### src/rtl/rcc_pkg.sv
package rcc_pkg;
   // Request index = priority rank (0 is highest).
   localparam int NSRC       = 7;
   localparam int SRC_SUPPLY = 0;
   localparam int SRC_PIN    = 1;
   localparam int SRC_MCLK   = 2;
   localparam int SRC_WDOG   = 3;
   localparam int SRC_SOFT   = 4;
   localparam int SRC_CMP    = 5;
   localparam int SRC_FLASH  = 6;

   // Register bit positions (software decodes these).
   localparam int BIT_PIN    = 0;
   localparam int BIT_SUPPLY = 1;
   localparam int BIT_MCLK   = 2;
   localparam int BIT_WDOG   = 3;
   localparam int BIT_SOFT   = 4;
   localparam int BIT_CMP    = 5;
   localparam int BIT_FLASH  = 6;

   function automatic int bit_of(input int src);
      case (src)
         SRC_SUPPLY: bit_of = BIT_SUPPLY;
         SRC_PIN:    bit_of = BIT_PIN;
         SRC_MCLK:   bit_of = BIT_MCLK;
         SRC_WDOG:   bit_of = BIT_WDOG;
         SRC_SOFT:   bit_of = BIT_SOFT;
         SRC_CMP:    bit_of = BIT_CMP;
         default:    bit_of = BIT_FLASH;
      endcase
   endfunction
endpackage

### src/rtl/rcc_regif.sv
module rcc_regif #(
   parameter int                ADDR_W   = 8,
   parameter int                DATA_W   = 8,
   parameter logic [ADDR_W-1:0] REG_ADDR = 8'hEF
) (
   input  logic              clk,
   input  logic              por_n,
   input  logic [ADDR_W-1:0] bus_addr,
   input  logic              bus_wr,
   input  logic              bus_rd,
   input  logic [DATA_W-1:0] bus_wdata,
   input  logic [DATA_W-2:0] flags,
   output logic [DATA_W-1:0] bus_rdata,
   output logic              cmp_en,
   output logic              mclk_en,
   output logic              supply_en,
   output logic              soft_req
);
   import rcc_pkg::*;

   logic hit;
   assign hit = (bus_addr == REG_ADDR);

   // Write-only enable register, never visible on reads.
   always_ff @(posedge clk or negedge por_n) begin
      if (!por_n) begin
         cmp_en    <= 1'b0;
         mclk_en   <= 1'b0;
         supply_en <= 1'b1;
      end else if (bus_wr && hit) begin
         cmp_en    <= bus_wdata[BIT_CMP];
         mclk_en   <= bus_wdata[BIT_MCLK];
         supply_en <= bus_wdata[BIT_SUPPLY];
      end
   end

   assign soft_req  = bus_wr & hit & bus_wdata[BIT_SOFT];
   assign bus_rdata = (bus_rd && hit) ? {1'b0, flags} : '0;
endmodule

### src/rtl/rcc_prio.sv
module rcc_prio #(
   parameter int N = 7
) (
   input  logic [N-1:0] req,
   output logic [N-1:0] grant,
   output logic         any
);
   logic [N:0] blocked;
   assign blocked[0] = 1'b0;

   generate
      for (genvar i = 0; i < N; i++) begin : g_rank
         assign grant[i]     = req[i] & ~blocked[i];
         assign blocked[i+1] = blocked[i] | req[i];
      end
   endgenerate

   assign any = blocked[N];
endmodule

### src/rtl/rcc_stretch.sv
module rcc_stretch #(
   parameter int HOLD = 16
) (
   input  logic clk,
   input  logic por_n,
   input  logic req_any,
   output logic active,
   output logic start
);
   localparam int CNT_W = $clog2(HOLD + 1);
   localparam logic [CNT_W-1:0] HOLD_V = CNT_W'(HOLD);

   logic [CNT_W-1:0] cnt;

   always_ff @(posedge clk or negedge por_n) begin
      if (!por_n)              cnt <= HOLD_V;
      else if (req_any)        cnt <= HOLD_V;
      else if (cnt != '0)      cnt <= cnt - 1'b1;
   end

   assign active = (cnt != '0);
   assign start  = req_any & ~active;
endmodule

### src/rtl/rcc_top.sv
module rcc_top #(
   parameter int                ADDR_W      = 8,
   parameter int                DATA_W      = 8,
   parameter logic [ADDR_W-1:0] REG_ADDR    = 8'hEF,
   parameter int                HOLD_CYCLES = 16
) (
   input  logic              clk,
   input  logic              por_n,
   input  logic              vmon_trip,
   input  logic              pin_rst,
   input  logic              mclk_timeout,
   input  logic              wdt_ovf,
   input  logic              cmp_out,
   input  logic              flash_err,
   input  logic [ADDR_W-1:0] bus_addr,
   input  logic              bus_wr,
   input  logic              bus_rd,
   input  logic [DATA_W-1:0] bus_wdata,
   output logic [DATA_W-1:0] bus_rdata,
   output logic              sys_rst
);
   import rcc_pkg::*;

   localparam int FLAG_W = DATA_W - 1;
   localparam logic [FLAG_W-1:0] FLAG_POR = FLAG_W'(1) << BIT_SUPPLY;

   generate
      if (DATA_W != NSRC + 1) begin : g_bad_width
         $error("DATA_W must equal source count plus one");
      end
      if (HOLD_CYCLES < 1) begin : g_bad_hold
         $error("HOLD_CYCLES must be at least 1");
      end
   endgenerate

   logic cmp_en, mclk_en, supply_en, soft_req;
   logic [NSRC-1:0]   req, grant;
   logic              req_any, start;
   logic [FLAG_W-1:0] flag_next, flag_q;

   rcc_regif #(.ADDR_W(ADDR_W), .DATA_W(DATA_W), .REG_ADDR(REG_ADDR)) u_regif (
      .clk(clk), .por_n(por_n), .bus_addr(bus_addr), .bus_wr(bus_wr),
      .bus_rd(bus_rd), .bus_wdata(bus_wdata), .flags(flag_q),
      .bus_rdata(bus_rdata), .cmp_en(cmp_en), .mclk_en(mclk_en),
      .supply_en(supply_en), .soft_req(soft_req)
   );

   // Gated requests in priority order.
   assign req[SRC_SUPPLY] = vmon_trip & supply_en;
   assign req[SRC_PIN]    = pin_rst;
   assign req[SRC_MCLK]   = mclk_timeout & mclk_en;
   assign req[SRC_WDOG]   = wdt_ovf;
   assign req[SRC_SOFT]   = soft_req;
   assign req[SRC_CMP]    = ~cmp_out & cmp_en;
   assign req[SRC_FLASH]  = flash_err;

   rcc_prio #(.N(NSRC)) u_prio (.req(req), .grant(grant), .any(req_any));

   rcc_stretch #(.HOLD(HOLD_CYCLES)) u_stretch (
      .clk(clk), .por_n(por_n), .req_any(req_any), .active(sys_rst), .start(start)
   );

   generate
      for (genvar k = 0; k < NSRC; k++) begin : g_map
         localparam int P = bit_of(k);
         assign flag_next[P] = grant[k];
      end
   endgenerate

   always_ff @(posedge clk or negedge por_n) begin
      if (!por_n)      flag_q <= FLAG_POR;
      else if (start)  flag_q <= flag_next;
   end
endmodule

### config.mk
export PLATFORM = sky130hd
export DESIGN_NAME = rcc_top
export DESIGN_NICKNAME = d
export VERILOG_FILES = /design/src/rtl/rcc_pkg.sv /design/src/rtl/rcc_regif.sv /design/src/rtl/rcc_prio.sv /design/src/rtl/rcc_stretch.sv /design/src/rtl/rcc_top.sv
export SDC_FILE = /design/constraint.sdc
export NUM_CORES = 1
export LEC_CHECK = 0
export CORE_MARGIN = 1
export CORE_UTILIZATION = 37
export CTS_CLUSTER_SIZE = 10
export DETAILED_ROUTE_END_ITERATION = 12
export GPL_TIMING_DRIVEN = 1
export PLACE_DENSITY = 0.85
export SLEW_MARGIN = 20
export SYNTH_ARGS = -nofsm -noshare
export SYNTH_HDL_FRONTEND = slang
export SYNTH_SLANG_ARGS = --single-unit
### constraint.sdc
create_clock -name clk -period 1.6 [get_ports clk]
set_clock_uncertainty 0.15 [all_clocks]
set_input_delay 0.4 -clock clk [delete_from_list [all_inputs] [get_ports clk]]
set_output_delay 0.4 -clock clk [all_outputs]
set_load 0.05 [all_outputs]
==> results_dict.tcl, run 1 <==
set metrics [dict create \
    outcome "complete, but fails checks" \
    violations "negative setup slack" \
    worst_r2r_startpoint "u_stretch.cnt[1]" \
    routed-via-count 805 \
    critical_path.n_buffers_inverters 3 \
    cts_tree "built" \
    die_h_microns 48.7 \
    max_clock_freq_mhz 522 \
    setup_viol_count_final 18 \
    cp-startpoint "u_stretch.cnt[1]" \
    detailed_place.area_sq_um 1360 \
    gp_congestion 0.765 \
    synth_cells 74 \
    dominantRegCellSynth "sky130_fd_sc_hd__dfrtp_1" \
    post-dp-hpwl_mm 1.83 \
    vias_per_cell 5.33 \
    io_buffer_count 29 \
    clockRootBuffer "sky130_fd_sc_hd__clkbuf_4" \
    antenna_violating_nets_post_route 0 \
    synth.avg_cell_area_sq_um 10.9 \
    syn_to_final_growth_pct 83.2 \
    hold_slack_ns 0.281 \
    drcViolationCount 0 \
    die_w_microns 48.7 \
    drt_first_iter_violations 10 \
    grt_util_all_layers 0.211 \
    holdCritStartpoint "mclk_timeout" \
    post_synth_main_area_contributors "sky130_fd_sc_hd__dfrtp_1 37%, sky130_fd_sc_hd__dfstp_2 9.8%, sky130_fd_sc_hd__and3_1 6.2%" \
    ys_warn_count 0 \
    data_arrival_critical_path_ns 1.36 \
    m1WireLength_microns 975 \
    worstSetupPathType "flop to output port" \
    ys_seq_area_frac 0.470 \
    slew_viol_final 0 \
    maximum_number_of_pins_on_one_net_before_global_route_repair 16 \
    power.density_cell_area_nw_per_um2 595 \
    critical_path_peak_fanout 2 \
    end_kind "output port" \
    clk_pin_slew_ns 0.10 \
    setup_tns_ns -2.91 \
    fin_total_pwr_mw 0.879 \
    netlist-cell-type-count 33 \
    start_util 0.403 \
    synth_common_cells "12 x sky130_fd_sc_hd__dfrtp_1, 8 x sky130_fd_sc_hd__and3_1, 8 x sky130_fd_sc_hd__nor2_1" \
    cp.required_ns 1.05 \
    cts_max_path_buffers 2 \
    routed_wire_length_mm 2.48 \
    clock_insertion_delay_worst_skew_ns 0.29 \
    clock_sink_count 15 \
    drive_above_1_share 0.573 \
    synthesis.area_sq_um 806 \
    irDropWorstVdd_v 0.000488 \
    maxCapViolations 0 \
    globalRouteOverflowTotal 0 \
    most_used_standard_cell_by_instance_count_after_synthesis "sky130_fd_sc_hd__dfrtp_1" \
    total_leakage_power_nw 0.703 \
    asyncSetResetFlopFracSynth 1.00 \
    ys_seq_elements 15 \
    yosys.area.top_type "sky130_fd_sc_hd__dfrtp_1" \
    fin_crit_ns 1.91 \
    non_filler_cell_area_final_sq_um 1480 \
    drtPass1Iterations 4 \
    rsz0062_at_grt "true" \
    postSynthNetCount 101 \
    final.period_utilization 1.20 \
    timing.critical_path.slowest_stage_cell "sky130_fd_sc_hd__dfrtp_1" \
    crit_family "flip-flops" \
    rows 16 \
    floorplan_core_area_sq_um 2000 \
    finish.net_count 152 \
    tritoncts.num_buffers 3 \
    highest_layer "met4" \
    chain_of_cells_forming_the_critical_path "inv_2, ha_4, nor4b_4, inv_1, buf_6" \
    cp-start-kind "flop" \
    critical_path.max_stage_delay_ns 0.40 \
    antenna_cells_inserted 0 \
    detailroute.wirelength.met3_microns 147 \
    worstHoldPathType "input port to flop" \
    yosysTopAreaCellShare 0.373 \
    number_of_antenna_violations_at_the_first_check_in_global_routing 0 \
    synth_enable_flop_cells 0 \
    grt_pass1_wl_mm 3.61 \
    grt_pass1_vias 793 \
    wl_met2_mm 1.21 \
    hold_viol 0 \
    fp.dieArea_sq_um 2370 \
    level_count_of_the_clock_h_tree 1 \
    io-pin-count 35 \
    timing.final.ws_setup_ns -0.314 \
    avgRoutedWirePerCell_microns 16.5 \
]
[final cells by class]
cell class                      count  area [sq um]
Multi-Input combinational cell     55           537
Fill cell                         121           526
Timing Repair Buffer               47           488
Sequential cell                    15           379
Tap cell                           27          33.8
Clock buffer                        3          22.5
Inverter                            3          11.3
Clock inverter                      1          5.00
[state kept, by name, summed over array words and instances (netlist names)]
name               cells
flag_q                 7
u_stretch.cnt          5
u_regif.cmp_en         1
u_regif.mclk_en        1
u_regif.supply_en      1
[where the power goes]
group	internal [mW]	switching, mW
logic	0.116	0.0966
registers	0.417	0.0278
clock network	0.0931	0.128
[path summary, 6_finish.rpt]
path / cells past startpoint / slack [ns] / to
setup / recovery: 5 / -0.31 / sys_rst
hold / removal: 2 / 0.28 / flag_q[2]
setup reg to reg: 7 / -0.16 / flag_q[5]
hold reg to reg: 1 / 0.36 / flag_q[0]
max in group asynchronous: 2 / 0.75 / u_stretch.cnt[4]
min in group asynchronous: 2 / 0.30 / flag_q[4]
[logic make-up after synthesis]
family	share of synthesized area
and+or+nand+nor	0.278
DFF	0.471
AOI/OAI and AO/OA	0.143
muxes	0.0543
buffers and inverters	0.0233
adders and majority gates	0.0155
other	0.00465
xor gates and xnor gates	0.0109
[cells in the final DEF (no fill, tap or decap), types with 2 or more instances in the layout]
cell type and count:
sky130_fd_sc_hd__buf_4 17, sky130_fd_sc_hd__dfrtp_1 12, sky130_fd_sc_hd__and3_4 7, sky130_fd_sc_hd__buf_12 7, sky130_fd_sc_hd__clkdlybuf4s50_1 6, sky130_fd_sc_hd__nor2_1 5
sky130_fd_sc_hd__dlymetal6s2s_1 4, sky130_fd_sc_hd__nand2_1 3, sky130_fd_sc_hd__nor3_4 3, sky130_fd_sc_hd__a21o_1 3, sky130_fd_sc_hd__mux2_2 3, sky130_fd_sc_hd__clkbuf_4 3
sky130_fd_sc_hd__dfstp_2 3, sky130_fd_sc_hd__dlygate4sd2_1 3, sky130_fd_sc_hd__clkdlybuf4s15_1 3, sky130_fd_sc_hd__buf_6 3, sky130_fd_sc_hd__buf_2 3, sky130_fd_sc_hd__inv_2 2
sky130_fd_sc_hd__nand2_2 2, sky130_fd_sc_hd__nor2_2 2, sky130_fd_sc_hd__a32o_1 2
[per-layer routing]
metal	vias up	GRT usage
met2	45	0.361
li1	371	-
met5	-	0
met4	0	0.176
met1	375	0.222
met3	14	0.0409
[repair_timing]
action,4_1_cts,5_1_grt
resized for setup,30,16
pin swaps,11,17
hold buffers,0,0
gates cloned,0,0
buffers inserted,5,4
setup endpoints to repair,23,20
[through the flow]
| step | std cells | worst slack (ns) | util |
|---|---|---|---|
| after CTS | 151 | -0.319 | 0.708 |
| after global placement | 143 | -0.585 | 0.679 |
| after global routing | 151 | -0.425 | 0.738 |
| after floorplan | 74 | -0.340 | - |
| final | 151 | -0.314 | 0.738 |
| after detailed placement | 143 | -0.673 | 0.679 |
No activity file was read; power rests on OpenSTA's default activity.
==> run 2: changes to the inputs <==
--- a/config.mk
+++ b/config.mk
@@ -10,6 +10,7 @@
 export CTS_CLUSTER_SIZE = 10
 export DETAILED_ROUTE_END_ITERATION = 12
 export GPL_TIMING_DRIVEN = 1
+export MAX_ROUTING_LAYER = met4
 export PLACE_DENSITY = 0.85
 export SLEW_MARGIN = 20
 export SYNTH_ARGS = -nofsm -noshare
==> run 2 against run 1 <==
The flow still finishes with violations (negative setup slack); sequential share of layout area is the same; combinational power is essentially flat; total power is 0.42% lower; sequential power about the same; register-to-register slack about the same; wire length grew 0.68%; fmax is 0.28% higher; largest power group unchanged; first-iteration DRC count is 50% higher; critical path type unchanged.
==> results_dict.tcl, run 2 (synthesis gave the netlist of run 1 again) <==
set metrics [dict create \
    outcome "complete, but fails checks" \
    violations "negative setup slack" \
    cp-start-kind "flop" \
    critical_path_peak_fanout 2 \
    clock_sink_count 15 \
    max_clock_freq_mhz 524 \
    finish.net_count 152 \
    worstHoldPathType "input port to flop" \
    fin_crit_ns 1.91 \
    end_kind "output port" \
    biggestRegsByFlops "flag_q: 7 flops, u_stretch.cnt: 5 flops" \
    drcViolationCount 0 \
    setup_viol_count_final 18 \
    routed_wire_length_mm 2.50 \
    rows 16 \
    grt_pass1_vias 794 \
    syn_to_final_growth_pct 83.2 \
    maxCapViolations 0 \
    tritoncts.num_buffers 3 \
    largest_register_ffs 7 \
    crit_family "flip-flops" \
    chain_of_cells_forming_the_critical_path "inv_2, ha_4, nor4b_4, inv_1, buf_6" \
    hold_slack_ns 0.287 \
    slew_viol_final 0 \
    grt_pass1_wl_mm 3.61 \
    irDropWorstVdd_v 0.000478 \
    start_util 0.403 \
    drt_first_iter_violations 15 \
    io-pin-count 35 \
    routed-via-count 812 \
    pre_cts_ws_ns -0.673 \
    detailed_place.area_sq_um 1360 \
    worstSetupPathType "flop to output port" \
    clock_insertion_delay_worst_skew_ns 0.29 \
    grt_util_all_layers 0.217 \
    drive_above_1_share 0.573 \
    fp.dieArea_sq_um 2370 \
    antenna_violating_nets_post_route 0 \
    post-dp-hpwl_mm 1.83 \
    final.period_utilization 1.19 \
    clk_pin_slew_ns 0.09 \
    cts_hold_buf 0 \
    antenna_cells_inserted 0 \
    cp.required_ns 1.05 \
    level_count_of_the_clock_h_tree 1 \
    mostFrequentLayoutCell "sky130_fd_sc_hd__buf_4" \
    io_buffer_count 29 \
    timing.final.ws_setup_ns -0.309 \
    avgRoutedWirePerCell_microns 16.6 \
    timing.critical_path.slowest_stage_cell "sky130_fd_sc_hd__dfrtp_1" \
    cts_tree "built" \
    data_arrival_critical_path_ns 1.36 \
    fin_total_pwr_mw 0.875 \
    rsz0062_at_grt "true" \
    critical_path.max_stage_delay_ns 0.39 \
    maximum_number_of_pins_on_one_net_before_global_route_repair 16 \
    critical_path.n_buffers_inverters 3 \
    hold_viol 0 \
    die_h_microns 48.7 \
    gp_congestion 0.775 \
    die_w_microns 48.7 \
    non_filler_cell_area_final_sq_um 1480 \
    clockRootBuffer "sky130_fd_sc_hd__clkbuf_4" \
    vias_per_cell 5.38 \
    power.density_cell_area_nw_per_um2 593 \
    floorplan_core_area_sq_um 2000 \
    number_of_antenna_violations_at_the_first_check_in_global_routing 0 \
    total_leakage_power_nw 0.703 \
    globalRouteOverflowTotal 0 \
    cts_max_path_buffers 2 \
    drtPass1Iterations 4 \
    layout.cells.most_common_list "17 x sky130_fd_sc_hd__buf_4, 12 x sky130_fd_sc_hd__dfrtp_1, 7 x sky130_fd_sc_hd__and3_4, 7 x sky130_fd_sc_hd__buf_12, 6 x sky130_fd_sc_hd__clkdlybuf4s50_1" \
    max_flop_register "flag_q" \
]
## run 2: metal layers
metal | part of all wire | GRT usage | vias to the layer above
li1 | - | - | 370
met1 | 0.40 | 0.224 | 387
met2 | 0.49 | 0.361 | 41
met3 | 0.054 | 0.0377 | 14
met4 | 0.061 | 0.176 | 0
met5 | 0 | - | -
## run 2: final timing paths
check                                       from                to  slack (ns)  depth (start not counted)
worst max register to register  u_stretch.cnt[1]         flag_q[5]       -0.15                          7
worst min-delay path                mclk_timeout         flag_q[2]        0.29                          2
worst min register to register         flag_q[0]         flag_q[0]        0.36                          1
max in group asynchronous                  por_n  u_stretch.cnt[4]        0.75                          2
worst max-delay path            u_stretch.cnt[1]           sys_rst       -0.31                          5
min in group asynchronous                  por_n         flag_q[4]        0.31                          2
## run 2: repair_timing
action / CTS / global route
endpoints found under the setup margin: 23 / 20
buffers inserted: 5 / 4
pin swaps: 11 / 17
resized for setup: 30 / 16
## run 2: area by class of cell
class	count	area, sq um
clock buffer	3	22.5
clock inverter	1	5.00
fill	121	526
inverter	3	11.3
multi-input combinational	55	537
sequential	15	379
tap	27	33.8
timing repair buffer	47	488
## run 2: report_power, final
| part | total (mW) | internal [mW] | switching, mW |
|---|---|---|---|
| registers | 0.445 | 0.417 | 0.0279 |
| logic | 0.213 | 0.116 | 0.0970 |
| clock network | 0.217 | 0.0930 | 0.124 |
## run 2: through the flow
step | util | TNS (ns) | std cells
2_1_floorplan | - | -2.72 | 74
3_3_place_gp | 0.679 | -11.28 | 143
3_5_place_dp | 0.679 | -12.50 | 143
4_1_cts | 0.708 | -4.91 | 151
5_1_grt | 0.738 | -3.92 | 151
6_report | 0.738 | -2.94 | 151
